## src/rtl/symseq_pkg.sv

```systemverilog
// Shared constants and types for the symbol sequence recognizer.
// Assumes a 9-bit symbol with the control flag in the top bit.
package symseq_pkg;
    localparam int SYM_BITS  = 9;
    localparam int MAX_STEPS = 16;

    // What the search does with one accepted symbol.
    typedef enum logic [2:0] {
        ACT_ADVANCE  = 3'd0,   // current step passed, not last
        ACT_FINISH   = 3'd1,   // run complete, report hit
        ACT_HOLD     = 3'd2,   // failed on a hold step
        ACT_RESTART1 = 3'd3,   // failed, but step 0 accepts the symbol
        ACT_RESTART0 = 3'd4    // failed everywhere, back to start
    } step_act_e;
endpackage

```

## src/rtl/symseq_bank.sv

```systemverilog
// Per-step configuration storage with one write port and two read ports
// (the current step and step 0). Assumes wr_idx is below STEPS.
module symseq_bank #(
    parameter int SYM_W = 9,
    parameter int STEPS = 16,
    localparam int IDX_W = $clog2(STEPS)
) (
    input  logic             clk,
    input  logic             rst_n,
    input  logic             wr_en,
    input  logic [IDX_W-1:0] wr_idx,
    input  logic [SYM_W-1:0] wr_mask,
    input  logic [SYM_W-1:0] wr_value,
    input  logic             wr_hold,
    input  logic             wr_invert,
    input  logic [IDX_W-1:0] rd_idx,
    output logic [SYM_W-1:0] cur_mask,
    output logic [SYM_W-1:0] cur_value,
    output logic             cur_hold,
    output logic             cur_invert,
    output logic [SYM_W-1:0] zero_mask,
    output logic [SYM_W-1:0] zero_value,
    output logic             zero_invert
);
    logic [STEPS-1:0][SYM_W-1:0] mask_all;
    logic [STEPS-1:0][SYM_W-1:0] value_all;
    logic [STEPS-1:0]            hold_all;
    logic [STEPS-1:0]            inv_all;

    for (genvar g = 0; g < STEPS; g++) begin : g_step
        logic [SYM_W-1:0] mask_q;
        logic [SYM_W-1:0] value_q;
        logic             hold_q;
        logic             inv_q;

        // Hold this step's settings, cleared to "pass anything" on reset.
        always_ff @(posedge clk) begin
            if (!rst_n) begin
                mask_q  <= '0;
                value_q <= '0;
                hold_q  <= 1'b0;
                inv_q   <= 1'b0;
            end else if (wr_en && wr_idx == IDX_W'(g)) begin
                mask_q  <= wr_mask;
                value_q <= wr_value;
                hold_q  <= wr_hold;
                inv_q   <= wr_invert;
            end
        end

        assign mask_all[g]  = mask_q;
        assign value_all[g] = value_q;
        assign hold_all[g]  = hold_q;
        assign inv_all[g]   = inv_q;
    end

    // Read the current step and the fixed restart step.
    always_comb begin
        cur_mask    = mask_all[rd_idx];
        cur_value   = value_all[rd_idx];
        cur_hold    = hold_all[rd_idx];
        cur_invert  = inv_all[rd_idx];
        zero_mask   = mask_all[0];
        zero_value  = value_all[0];
        zero_invert = inv_all[0];
    end
endmodule

```

## src/rtl/symseq_cmp.sv

```systemverilog
// Masked compare of one symbol against one step, with optional inversion.
// Purely combinational.
module symseq_cmp #(
    parameter int SYM_W = 9
) (
    input  logic [SYM_W-1:0] sym,
    input  logic [SYM_W-1:0] mask,
    input  logic [SYM_W-1:0] value,
    input  logic             invert,
    output logic             pass
);
    // Differences only count where the mask has a 1.
    always_comb pass = (((sym ^ value) & mask) == '0) ^ invert;
endmodule

```

## src/rtl/symseq_ctrl.sv

```systemverilog
// Search position and run length. Decides per accepted symbol whether to
// advance, finish, hold or restart. Assumes compare results for the current
// step and step 0 arrive combinationally in the same cycle.
module symseq_ctrl
    import symseq_pkg::*;
#(
    parameter int STEPS = 16,
    localparam int IDX_W = $clog2(STEPS),
    localparam int LEN_W = $clog2(STEPS + 1)
) (
    input  logic             clk,
    input  logic             rst_n,
    input  logic             sym_valid,
    input  logic             disq,
    input  logic             cfg_we,
    input  logic             len_we,
    input  logic [LEN_W-1:0] len_val,
    input  logic             cur_pass,
    input  logic             cur_hold,
    input  logic             zero_pass,
    output logic [IDX_W-1:0] pos,
    output logic [LEN_W-1:0] len,
    output logic             hit
);
    localparam logic [LEN_W-1:0] LEN_MAX = LEN_W'(STEPS);
    localparam logic [LEN_W-1:0] LEN_ONE = LEN_W'(1);

    step_act_e        act;
    logic             accept;
    logic             at_last;
    logic [LEN_W-1:0] len_clamped;

    // Pick the action for the symbol on the inputs.
    always_comb begin
        at_last = (LEN_W'(pos) == len - LEN_ONE);
        if (cur_pass)
            act = at_last ? ACT_FINISH : ACT_ADVANCE;
        else if (cur_hold)
            act = ACT_HOLD;
        else if (zero_pass)
            act = (len == LEN_ONE) ? ACT_FINISH : ACT_RESTART1;
        else
            act = ACT_RESTART0;
    end

    // A symbol counts only when valid, qualified and not colliding with a write.
    always_comb begin
        accept = sym_valid && !disq && !cfg_we && !len_we;
        hit    = accept && (act == ACT_FINISH);
    end

    // Limit a written length to the 1..STEPS range.
    always_comb begin
        if (len_val == '0)
            len_clamped = LEN_ONE;
        else if (len_val > LEN_MAX)
            len_clamped = LEN_MAX;
        else
            len_clamped = len_val;
    end

    // Update the run length and the search position.
    always_ff @(posedge clk) begin
        if (!rst_n) begin
            pos <= '0;
            len <= LEN_MAX;
        end else begin
            if (len_we)
                len <= len_clamped;
            if (disq || cfg_we || len_we) begin
                pos <= '0;
            end else if (sym_valid) begin
                case (act)
                    ACT_ADVANCE:  pos <= pos + 1'b1;
                    ACT_RESTART1: pos <= IDX_W'(1);
                    ACT_HOLD:     pos <= pos;
                    default:      pos <= '0;
                endcase
            end
        end
    end
endmodule

```

## src/rtl/symseq_match.sv

```systemverilog
// Top of the masked symbol sequence recognizer. Wires the step bank, two
// comparators (current step and step 0) and the search controller.
// Assumes one symbol per clock at most; hit is combinational from inputs.
module symseq_match
    import symseq_pkg::*;
#(
    parameter int SYM_W = SYM_BITS,
    parameter int STEPS = MAX_STEPS,
    localparam int IDX_W = $clog2(STEPS),
    localparam int LEN_W = $clog2(STEPS + 1)
) (
    input  logic             clk,
    input  logic             rst_n,
    input  logic             sym_valid,
    input  logic [SYM_W-1:0] sym_data,
    input  logic             link_unaligned,
    input  logic             cfg_we,
    input  logic [IDX_W-1:0] cfg_idx,
    input  logic [SYM_W-1:0] cfg_mask,
    input  logic [SYM_W-1:0] cfg_value,
    input  logic             cfg_hold,
    input  logic             cfg_invert,
    input  logic             len_we,
    input  logic [LEN_W-1:0] len_val,
    output logic             hit
);
    logic [IDX_W-1:0] cur_pos;
    logic [LEN_W-1:0] cur_len;
    logic [SYM_W-1:0] cur_mask, cur_value, zero_mask, zero_value;
    logic             cur_hold, cur_invert, zero_invert;
    logic             cur_pass, zero_pass;

    symseq_bank #(.SYM_W(SYM_W), .STEPS(STEPS)) u_bank (
        .clk        (clk),
        .rst_n      (rst_n),
        .wr_en      (cfg_we),
        .wr_idx     (cfg_idx),
        .wr_mask    (cfg_mask),
        .wr_value   (cfg_value),
        .wr_hold    (cfg_hold),
        .wr_invert  (cfg_invert),
        .rd_idx     (cur_pos),
        .cur_mask   (cur_mask),
        .cur_value  (cur_value),
        .cur_hold   (cur_hold),
        .cur_invert (cur_invert),
        .zero_mask  (zero_mask),
        .zero_value (zero_value),
        .zero_invert(zero_invert)
    );

    symseq_cmp #(.SYM_W(SYM_W)) u_cmp_cur (
        .sym   (sym_data),
        .mask  (cur_mask),
        .value (cur_value),
        .invert(cur_invert),
        .pass  (cur_pass)
    );

    symseq_cmp #(.SYM_W(SYM_W)) u_cmp_zero (
        .sym   (sym_data),
        .mask  (zero_mask),
        .value (zero_value),
        .invert(zero_invert),
        .pass  (zero_pass)
    );

    symseq_ctrl #(.STEPS(STEPS)) u_ctrl (
        .clk      (clk),
        .rst_n    (rst_n),
        .sym_valid(sym_valid),
        .disq     (link_unaligned),
        .cfg_we   (cfg_we),
        .len_we   (len_we),
        .len_val  (len_val),
        .cur_pass (cur_pass),
        .cur_hold (cur_hold),
        .zero_pass(zero_pass),
        .pos      (cur_pos),
        .len      (cur_len),
        .hit      (hit)
    );
endmodule

```

## config.mk

```make
export PLATFORM = sky130hd
export DESIGN_NAME = symseq_match
export DESIGN_NICKNAME = d
export VERILOG_FILES = /design/src/rtl/symseq_pkg.sv /design/src/rtl/symseq_bank.sv /design/src/rtl/symseq_cmp.sv /design/src/rtl/symseq_ctrl.sv /design/src/rtl/symseq_match.sv
export SDC_FILE = /design/constraint.sdc
export NUM_CORES = 1
export LEC_CHECK = 0
export BUFFER_PORTS_ARGS = -buffer_cell sky130_fd_sc_hd__clkbuf_2
export CAP_MARGIN = 5
export CORE_MARGIN = 8
export CORE_UTILIZATION = 55
export CTS_CLUSTER_SIZE = 10
export DETAILED_ROUTE_END_ITERATION = 8
export PLACE_DENSITY = 0.83
export SLEW_MARGIN = 20
export SYNTH_ARGS = -nofsm -noshare
export SYNTH_HDL_FRONTEND = slang
export SYNTH_SLANG_ARGS = --single-unit
```

## constraint.sdc

```tcl
create_clock -name clk -period 3.74 [get_ports clk]
set_input_delay 0.374 -clock clk [delete_from_list [all_inputs] [get_ports clk]]
set_output_delay 0.374 -clock clk [all_outputs]
set_load 0.1 [all_outputs]
```

# [After elaboration in Yosys (flattened, before gate mapping)]
# Cells that the tools add are included.
[totals] regBits=329
[classes] n_addsub=2 n_lt_le_gt_ge=2 n_eq_ne=20 mux=16 bitwise_logic=8 n_reduce_logical=32
[op_table] op="9-bit binary-select mux with 4-bit select" count=2
[op_table] op="4-bit equality test, second input constant" count=8
[op_table] op="1-bit logical AND" count=20
[op_table] op="9-bit AND" count=2
[op_table] op="9-bit logical NOT" count=2
[op_table] op="9-bit 2-to-1 mux" count=2
[op_table] op="9-bit XOR" count=2
[op_table] op="4-bit by 3-bit equality test with 1-bit output, second input constant" count=4
[op_table] op="4-bit one-hot mux with 3 select lines" count=1
[op_table] op="5-bit 2-to-1 mux" count=2
[op_table] op="3-bit 2-to-1 mux" count=3
[op_table] op="1-bit binary-select mux with 4-bit select" count=2
[op_table] op="4-bit by 2-bit equality test with 1-bit output, second input constant" count=2
[op_table] op="3-bit by 2-bit equality test with 1-bit output, second input constant" count=2
[op_table] op="4-bit by 5-bit equality test with 1-bit output" count=1
[op_table] op="5-bit by 1-bit equality test with 1-bit output, second input constant" count=1
[op_table] op="5-bit greater-than comparator, second input constant" count=1
[op_table] op="5-bit logical NOT" count=1
[op_table] op="4-bit by 5-bit less-than comparator with 1-bit output, second input constant" count=1
[op_table] op="5-bit by 1-bit subtractor with 5-bit output, second input constant" count=1
[op_table] op="4-bit by 1-bit adder with 4-bit output, second input constant" count=1
[op_table] op="4-bit by 1-bit equality test with 1-bit output, second input constant" count=1
[op_table] op="4-bit logical NOT" count=1
[op_table] op="3-bit by 1-bit equality test with 1-bit output, second input constant" count=1
[op_table] op="9 further kinds" count=16

# [Logic depth before layout (Yosys ltp)]
# Gate-level depths: netlist (run 1).
[logic_depth] ltp_word=10 depth_mapped=15

# [Cells and area by module]
# Synthesis (run 1) repeated with hierarchy kept, for this count alone.
[hier_totals] hier_cells=1783 hier_area_um2=16259.3
[by_module_without_submodules] module="symseq_bank" n_inst=1 cells_per_inst=1681 area_per_inst_um2=15418.5 seq_area_each_um2=6406.1
[by_module_without_submodules] module="symseq_ctrl" n_inst=1 cells_per_inst=72 area_per_inst_um2=588.1 seq_area_each_um2=180.2
[by_module_without_submodules] module="symseq_cmp" n_inst=2 cells_per_inst=15 area_per_inst_um2=126.4 seq_area_each_um2=0.0

# [Least setup slack after synthesis (run 1)]
# No wires, ideal clock.
[synth_path] path_kind="reg2out" startpoint="reg u_ctrl.pos[0]" endpoint="out hit" t_arrival_ps=3258 required_ps=3366 slack_ps=108 path_stages_with_launch=12 cell_sequence="dfxtp_1 > buf_6 > buf_12 > buf_8 > mux4_2 > mux2i_1 > nor2_1 > or3_1 > o31a_4 > xnor2_4 > mux2i_1 > and3_1"
[synth_between] elab_chain_cells=9 word_cells_on_any_way=18 cone_classes="eq/ne (2); mux (11); bitwise (3); reduce/logical (2)"
[synth_lines] item="start, declared" line_no="symseq_ctrl.sv:21" rtl="output logic [IDX_W-1:0] pos,"
[synth_lines] item="start signal, assigned" line_no="symseq_ctrl.sv:74" rtl="ACT_ADVANCE: pos <= pos + 1'b1;"
[synth_lines] item="start signal, assigned" line_no="symseq_ctrl.sv:76" rtl="ACT_HOLD: pos <= pos;"
[synth_lines] item="9-bit binary-select mux with 4-bit select" line_no="symseq_bank.sv:60" rtl="cur_value = value_all[rd_idx];"
[synth_lines] item="9-bit 2-to-1 mux (implied by the code)" line_no="symseq_bank.sv:60"
[synth_lines] item="9-bit XOR" line_no="symseq_cmp.sv:13" rtl="always_comb pass = (((sym ^ value) & mask) == '0) ^ invert;"
[synth_lines] item="9-bit AND" line_no="symseq_cmp.sv:13"
[synth_lines] item="9-bit logical NOT" line_no="symseq_cmp.sv:13"
[synth_lines] item="1-bit XOR" line_no="symseq_cmp.sv:13"
[synth_lines] item="3-bit 2-to-1 mux (*)" line_no="symseq_ctrl.sv:36" rtl="if (cur_pass)"
[synth_lines] item="3-bit by 1-bit equality test with 1-bit output (*)" line_no="symseq_ctrl.sv:49" rtl="hit = accept && (act == ACT_FINISH);"
[synth_lines] item="1-bit logical AND (*)" line_no="symseq_ctrl.sv:49"
[synth_lines] item="end, declared" line_no="symseq_match.sv:25" rtl="output logic hit"
# Every way passes the cells marked *; elsewhere a longest branch is shown, timed or not. The select of a mux whose other input is x is not followed.

# [Worst setup path after layout (run 1)]
[layout_path] startpoint="reg u_ctrl.pos[1]" endpoint="out hit"
# Same word-level chain as after synthesis.

==> metrics.txt, run 1 <==
Hold Path Class in -> reg; Worst Path Arrival ~3600 ps; main combinational cell family by area after synthesis simple AND/OR/NAND/NOR gates; HPWL after DPL between 20000 and 30000 um; # H-tree levels 2; leakage power about 5.7 nW; FF-to-FF setup slack 400 ps; Worst setup SP type register; Synth Area in Simple Gates between 20 and 25%; setup slack after layout -228 ps; Filler cells approximately 2.4k; Non-Filler Instances ~2.2k; Ys Warns 0; Tot GR Track Use 26.7%; Root Buffer clkbuf_16; gr ovfl total 0; Area Overhead vs Synth 9.71%; WL per Instance approximately 21 um; Post-synth EDFFs 0; Slew HR a little over a fifth; Final setup viols 1; failing checks negative setup slack; Final Max Tran Viols 0; Clk Latency, worst-skew pair about 530 ps; crit-path max FO 12; Pre-antenna DRT Iters 5; hold-fix buffers at CTS 0; CP required between 3000 and 4000 ps; number of global-route vias before repair about 13k; RSZ-0062 raised after global routing yes; Seq/Total Area, Yosys roughly two fifths; PortBufs 44; status finished, violations left; FF-to-FF End u_ctrl.pos[1]; largest net degree at the start of global routing 174; FFs w/ async S/R, synth 0%; vias per cell a little over 6; XOR/XNOR Fraction of Synth Area roughly 4.6%; Max Buffers Root-to-Sink 3; final hold vios 0; fin util 60.7%; TritonCTS buffer count 39; die area approximately 34000 um2; Reg2Reg Depth 12; Max-cap violations 0; Power Total approximately 7.5 mW; first-pass GRT wire length between 70000 and 80000 um; fin crit share 106%; crit path from u_ctrl.pos[1]; critical path class reg -> out; hold depth 2; largest cells by area after synthesis dfxtp_1 (42%), nand2_1 (16%), a21boi_0 (15%); mux contribution to synthesized area 9.39%; die height 185 um; fraction of layout cells with a size suffix above 1 10.5%; Antenna Nets Post-Route 0; Rows a little over 60; PwrDens approximately 430 nW/um2; IO Pins 45; Core Area ~28000 um2; Post-Syn Nets around 1.9k; Routed Wire Length 46300 um; worst setup path endpoint hit; maximum clock frequency between 200 and 300 MHz; clock slew at reported path FFs about 50 ps; Worst-Margin Slew approximately 1200 ps; via count about 14k; WHS a little over 200 ps; Synth top area share a little over two fifths; maximum vdd drop just over 0.0003 V; dominant cell type by area after synthesis dfxtp_1; nets@finish 1869; Inst Count DP roughly 2.2k; DR iter-0 viols roughly 1.5k; crit end category primary output; TritonCTS clock tree yes; syn avg cell area roughly 8.4 um2; Remaining DRCs 0; minimum clock period ~4000 ps; number of library cell types mapped by synthesis 56; Cells after Synth roughly 1.9k; top_reg_cell synth dfxtp_1; Yosys reg bits between 300 and 400; Adder-Cell Fraction of Synth Area less than 1%; Clock Sink Count between 300 and 400; initial antenna violation count 3; cell area after synthesis 15700 um2; Initial Util ~55%; Horiz. Die Dim roughly 190 um; FF-to-FF Start u_ctrl.pos[1]; compound-cell area share of the yosys netlist 18.5%; gpl congestion roughly 0.87; TNS Setup -228 ps; Clock Skew 19.8 ps
-- cell type report --
class	count	area, um2	share of cell area (%)
Inverter	10	37.5	0.217
Timing Repair Buffer	87	667	3.86
Antenna cell	2	5.00	0.0290
Clock inverter	3	55.1	0.319
Clock buffer	47	1050	6.06
Tap cell	384	480	2.78
Multi-Input combinational cell	1355	8380	48.5
Sequential cell	329	6600	38.2
-- through the flow --
stage | setup WS (ps) | area, um2
final | -228 | 17300
after global routing | -373 | 17300
after CTS | -215 | 17300
after detailed placement | 23.5 | 16000
after global placement | 154 | 16000
after floorplan | 108 | 15700
-- worst max-delay path: stages, from the launching register on --
cell	delay (ps)
dfxtp_4	430
buf_4	140
buf_4	190
mux2i_1	270
xor2_1	190
nor3_1	60
a31oi_1	430
o211ai_1	180
o31a_4	430
xnor2_4	160
mux2i_1	190
and3_1	210
buf_12	180
-- cell families (layout without fill, tap and decap cells) --
family	count (synthesis)	in the layout
flip-flops	329	329
AND/OR/NAND/NOR	788	788
multiplexers	91	91
adder cells (fa/ha/maj)	3	3
XOR/XNOR	81	81
buffers and inverters	194	147
AO/OA/AOI/OAI	392	392
other	0	2
-- placed cells by master, fill, tap and decap left out, types with 5 or more instances in the layout --
master	n
clkbuf_2	42
inv_1	9
mux4_2	33
nand4_1	8
a21boi_0	320
clkbuf_1	5
nor2b_1	8
nand3_1	21
a22oi_1	9
o21ai_0	14
nor3_1	6
a221oi_1	6
buf_4	33
nor4_1	6
and3_1	6
mux2_2	5
mux2i_1	42
nor2_1	17
xor2_1	63
nor3_2	6
dfxtp_1	326
nand2_1	679
nand2b_1	7
and2_1	9
clkbuf_16	40
a21oi_1	7
o211ai_1	9
xnor2_1	17
a31oi_1	5
buf_12	8
mux4_1	8
-- report_power, final --
group,switching [mW],internal [mW],total (mW)
clock,1.41,2.02,3.43
combinational,0.297,0.162,0.459
sequential,0.0299,3.55,3.58
total,1.74,5.73,7.47
-- worst min path at each step --
stage	from	to
after CTS	len_val[1]	u_ctrl.len[1]
after detailed placement	u_bank.g_step[15].mask_q[1]	u_bank.g_step[15].mask_q[1]
after global placement	u_bank.g_step[15].mask_q[8]	u_bank.g_step[15].mask_q[8]
after global routing	rst_n	u_ctrl.len[4]
after floorplan	u_bank.g_step[13].mask_q[2]	u_bank.g_step[13].mask_q[2]
final	rst_n	u_ctrl.len[4]
-- routing by layer --
metal	track usage, %	vias to the layer above	wire length [um]
li1	-	6099	-
met1	33.2	6424	17700
met2	42.6	819	21100
met3	6.45	180	5250
met4	14.0	2	2250
met5	0	-	13
-- registers in the layout (all words and copies together) (netlist names), 4 cells and up --
signal,flops
u_bank.g_step.hold_q,16
u_bank.zero_value,9
u_bank.g_step.value_q,135
u_ctrl.pos,4
u_bank.g_step.inv_q,15
u_ctrl.len,5
u_bank.g_step.mask_q,135
u_bank.zero_mask,9
-- cells in the mapped netlist (all sizes together) (8+ instances only) --
master	number
xor2	63
a22oi	9
and2	9
a21boi	321
xnor2	18
nor3	12
dfxtp	329
o211ai	9
o21ai	15
inv	10
clkbuf	157
mux4	41
nand3	23
mux2i	44
nor2b	8
buf	27
nor2	17
nand2	679
nand4	8
-- what timing repair did --
| action | in CTS | in global routing |
|---|---|---|
| pin swaps | 5 | 1 |
| setup endpoints to repair | 1 | 1 |
| gates resized for setup | 7 | 0 |
| setup buffers | 14 | 0 |
(Power assumes the default switching activity.)
==> run 2: changes to the inputs <==
--- a/config.mk
+++ b/config.mk
@@ -11,7 +11,7 @@
 export CORE_UTILIZATION = 55
 export CTS_CLUSTER_SIZE = 10
 export DETAILED_ROUTE_END_ITERATION = 8
-export PLACE_DENSITY = 0.83
+export PLACE_DENSITY_LB_ADDON = 0.15
 export SLEW_MARGIN = 20
 export SYNTH_ARGS = -nofsm -noshare
 export SYNTH_HDL_FRONTEND = slang
==> run 2 against run 1 <==
  * The flow still finishes with violations (negative setup slack)
  * Clock power fell by 3%
  * Critical path depth stayed put
  * Hold slack lost 18 ps
  * Fmax decreased by 0.69%
  * Non-clock buffer count up 14
  * Sequential share of layout area shrank 0.074 points
  * Combinational power about the same
  * Clock skew decreased by 0.83 ps
  * Critical path type unchanged
==> metrics.txt, run 2 (synthesis gave the netlist of run 1 again) <==
HPWL after DPL 29200 um (+5.0%); Met1 Wirelength 20400 um (+15%); Core Area 28500 um2 (unchanged); Clock Skew 19.0 ps (-0.825 ps); TritonCTS clock tree yes; FF-to-FF Start u_ctrl.pos[0]; Max-cap violations 0 (unchanged); final hold vios 0 (unchanged); Place WS -18.7 ps (-42.2 ps); Root Buffer clkbuf_16; Reg2Reg Depth 12 (unchanged); first-pass GRT wire length 73700 um (+2.5%); # H-tree levels 2 (unchanged); leakage power 5.75 nW (+0.61%); Slew HR 23.6% (+1.7 points); maximum vdd drop 0.000336 V (+7.9%); WP depth 12 (unchanged); hold-fix buffers at CTS 0 (unchanged); Power Total 7.38 mW (-1.2%); die height 185 um (unchanged); FF-to-FF End u_ctrl.pos[2]; Hold Path Class in -> reg; largest net degree at the start of global routing 93 (-47%); Worst-Margin Slew 1150 ps (-21.7 ps); Non-Filler Instances 2233 (+0.72%); CP required 3370 ps (about the same); via count 13.1k (-3.3%); gr ovfl total 0 (unchanged); Worst Path Arrival 3620 ps (+30 ps); minimum clock period 4000 ps (+27.5 ps); met2 wire len 21600 um (+2.3%); status finished, violations left; worst setup path endpoint hit; crit end category primary output; wire length on met3 3560 um (-32%); vias per cell 5.85 (-4.0%); FF-to-FF setup slack 470 ps (+70 ps); Initial Util 55.3% (unchanged); most frequent cells in the layout nand2_1 (679), dfxtp_1 (326), a21boi_0 (320), xor2_1 (63), buf_4 (51); WHS 184 ps (-17.8 ps); Inst Count DP 2170 (+0.88%); nets@finish 1883 (+0.75%); setup slack after layout -256 ps (-27.5 ps); failing checks negative setup slack; Tot GR Track Use 27.7% (+1.1 points); initial antenna violation count 2 (-1); DR iter-0 viols 1211 (-21%); die area 34300 um2 (unchanged); Clock Sink Count 329 (unchanged); Worst setup SP type register; IO Pins 45 (unchanged); max incr delay on CP 500 ps (+70 ps); Top Registers u_bank.g_step.mask_q: 135 flops, u_bank.g_step.value_q: 135 flops, u_bank.g_step.hold_q: 16 flops; RSZ-0062 raised after global routing yes; slowest CP cell mux4_2; critical-path cell list buf_8 -> mux4_2 -> mux2_4 -> o221ai_2 -> a21oi_2 -> a2111oi_4 -> nand4_1 -> o31a_4 -> xnor2_4 -> mux2i_1 -> and3_1 -> buf_12; fraction of layout cells with a size suffix above 1 11.3% (+0.78 points); PwrDens 427 nW/um2 (-1.3%); CP top delay family multiplexers; TritonCTS buffer count 39 (unchanged); critical path class reg -> out; WL per Instance 21.0 um (+0.72%); Final setup viols 1 (unchanged); Remaining DRCs 0 (unchanged); Rows 62 (unchanged); clock slew at reported path FFs 50 ps (about the same); commonest non-fill, non-tap cell in the layout nand2_1; Clk Latency, worst-skew pair 540 ps (about the same); Final Max Tran Viols 0 (unchanged); Bufs and invs on worst path 2 (-1); Filler cells 2553 (+7.8%); Area Overhead vs Synth 9.93%; crit path from u_ctrl.pos[0]; maximum clock frequency 250 MHz (-0.69%); gpl congestion 0.872 (+0.31%); Pre-antenna DRT Iters 8 (+3); fin crit share 107% (+0.73 points); number of global-route vias before repair 12.9k (-2.5%); Horiz. Die Dim 185 um (unchanged); crit-path max FO 5 (-7); Routed Wire Length 47000 um (+1.4%); Antenna Nets Post-Route 0 (unchanged); Max Buffers Root-to-Sink 3 (unchanged); uppermost routed layer met4; PortBufs 44 (unchanged)
[run 2: cell count changes in the layout (fill, tap and decap cells not counted), sizes merged]
cell and change:
buf +14, bufinv -1, clkbuf +3
[run 2: worst register-to-register path: stages, from the launching register on]
cell       delay (ps)
dfxtp_4           390
buf_8             150
mux4_2            500
mux2_4            290
o221ai_2          160
a21oi_2            80
a2111oi_4         300
nand4_1           230
o31a_4            200
buf_4             160
mux2i_4           200
a221oi_1          320
o21ai_1           150
[run 2: worst min path at each step]
stage / startpoint / to / slack, ps / cells past startpoint
6_report: len_val[1] / u_ctrl.len[1] / 180 / 4
5_1_grt: len_val[4] / u_ctrl.len[3] / 200 / 3
4_1_cts: len_val[1] / u_ctrl.len[1] / 170 / 4
3_5_place_dp: u_bank.g_step[14].mask_q[3] / u_bank.g_step[14].mask_q[3] / 450 / 2
3_3_place_gp: u_bank.g_step[12].mask_q[3] / u_bank.g_step[12].mask_q[3] / 450 / 2
2_1_floorplan: u_bank.g_step[13].mask_q[2] / u_bank.g_step[13].mask_q[2] / 440 / 2
[run 2: metrics by stage]
step / utilization (%) / area [um2] / setup TNS [ps]
2_1_floorplan: - / 15700 / 0
3_3_place_gp: 56.4 / 16100 / 0
3_5_place_dp: 56.4 / 16100 / -18.7
4_1_cts: 60.7 / 17300 / -225
5_1_grt: 60.8 / 17300 / -307
6_report: 60.8 / 17300 / -256
[run 2: timing repair]
action,in CTS,in global routing
hold endpoints to repair,0,0
setup buffers,9,0
setup endpoints to repair,1,1
resized for setup,12,1
pin swaps,5,1
[run 2: report_power, final]
group	internal, mW	switching, mW	total (mW)
logic	0.162	0.301	0.462
registers	3.55	0.0284	3.58
clock network	1.94	1.40	3.34
total	5.66	1.73	7.38
[run 2: layer usage]
layer / track usage (%) / up-vias
met1: 37.2 / 6275
met5: 0 / -
li1: - / 6160
met3: 4.08 / 110
met4: 10.9 / 0
met2: 44.7 / 528
[run 2: cell type report]
class	count	area [um2]	area share, %
well taps	384	480	2.78
repair buffers	101	717	4.14
multi-input cells	1355	8390	48.5
clock buffers	50	1050	6.06
flip-flops and latches	329	6600	38.1
inverters	10	37.5	0.217
diodes	2	5.00	0.0289
clock inverters	2	25.0	0.145
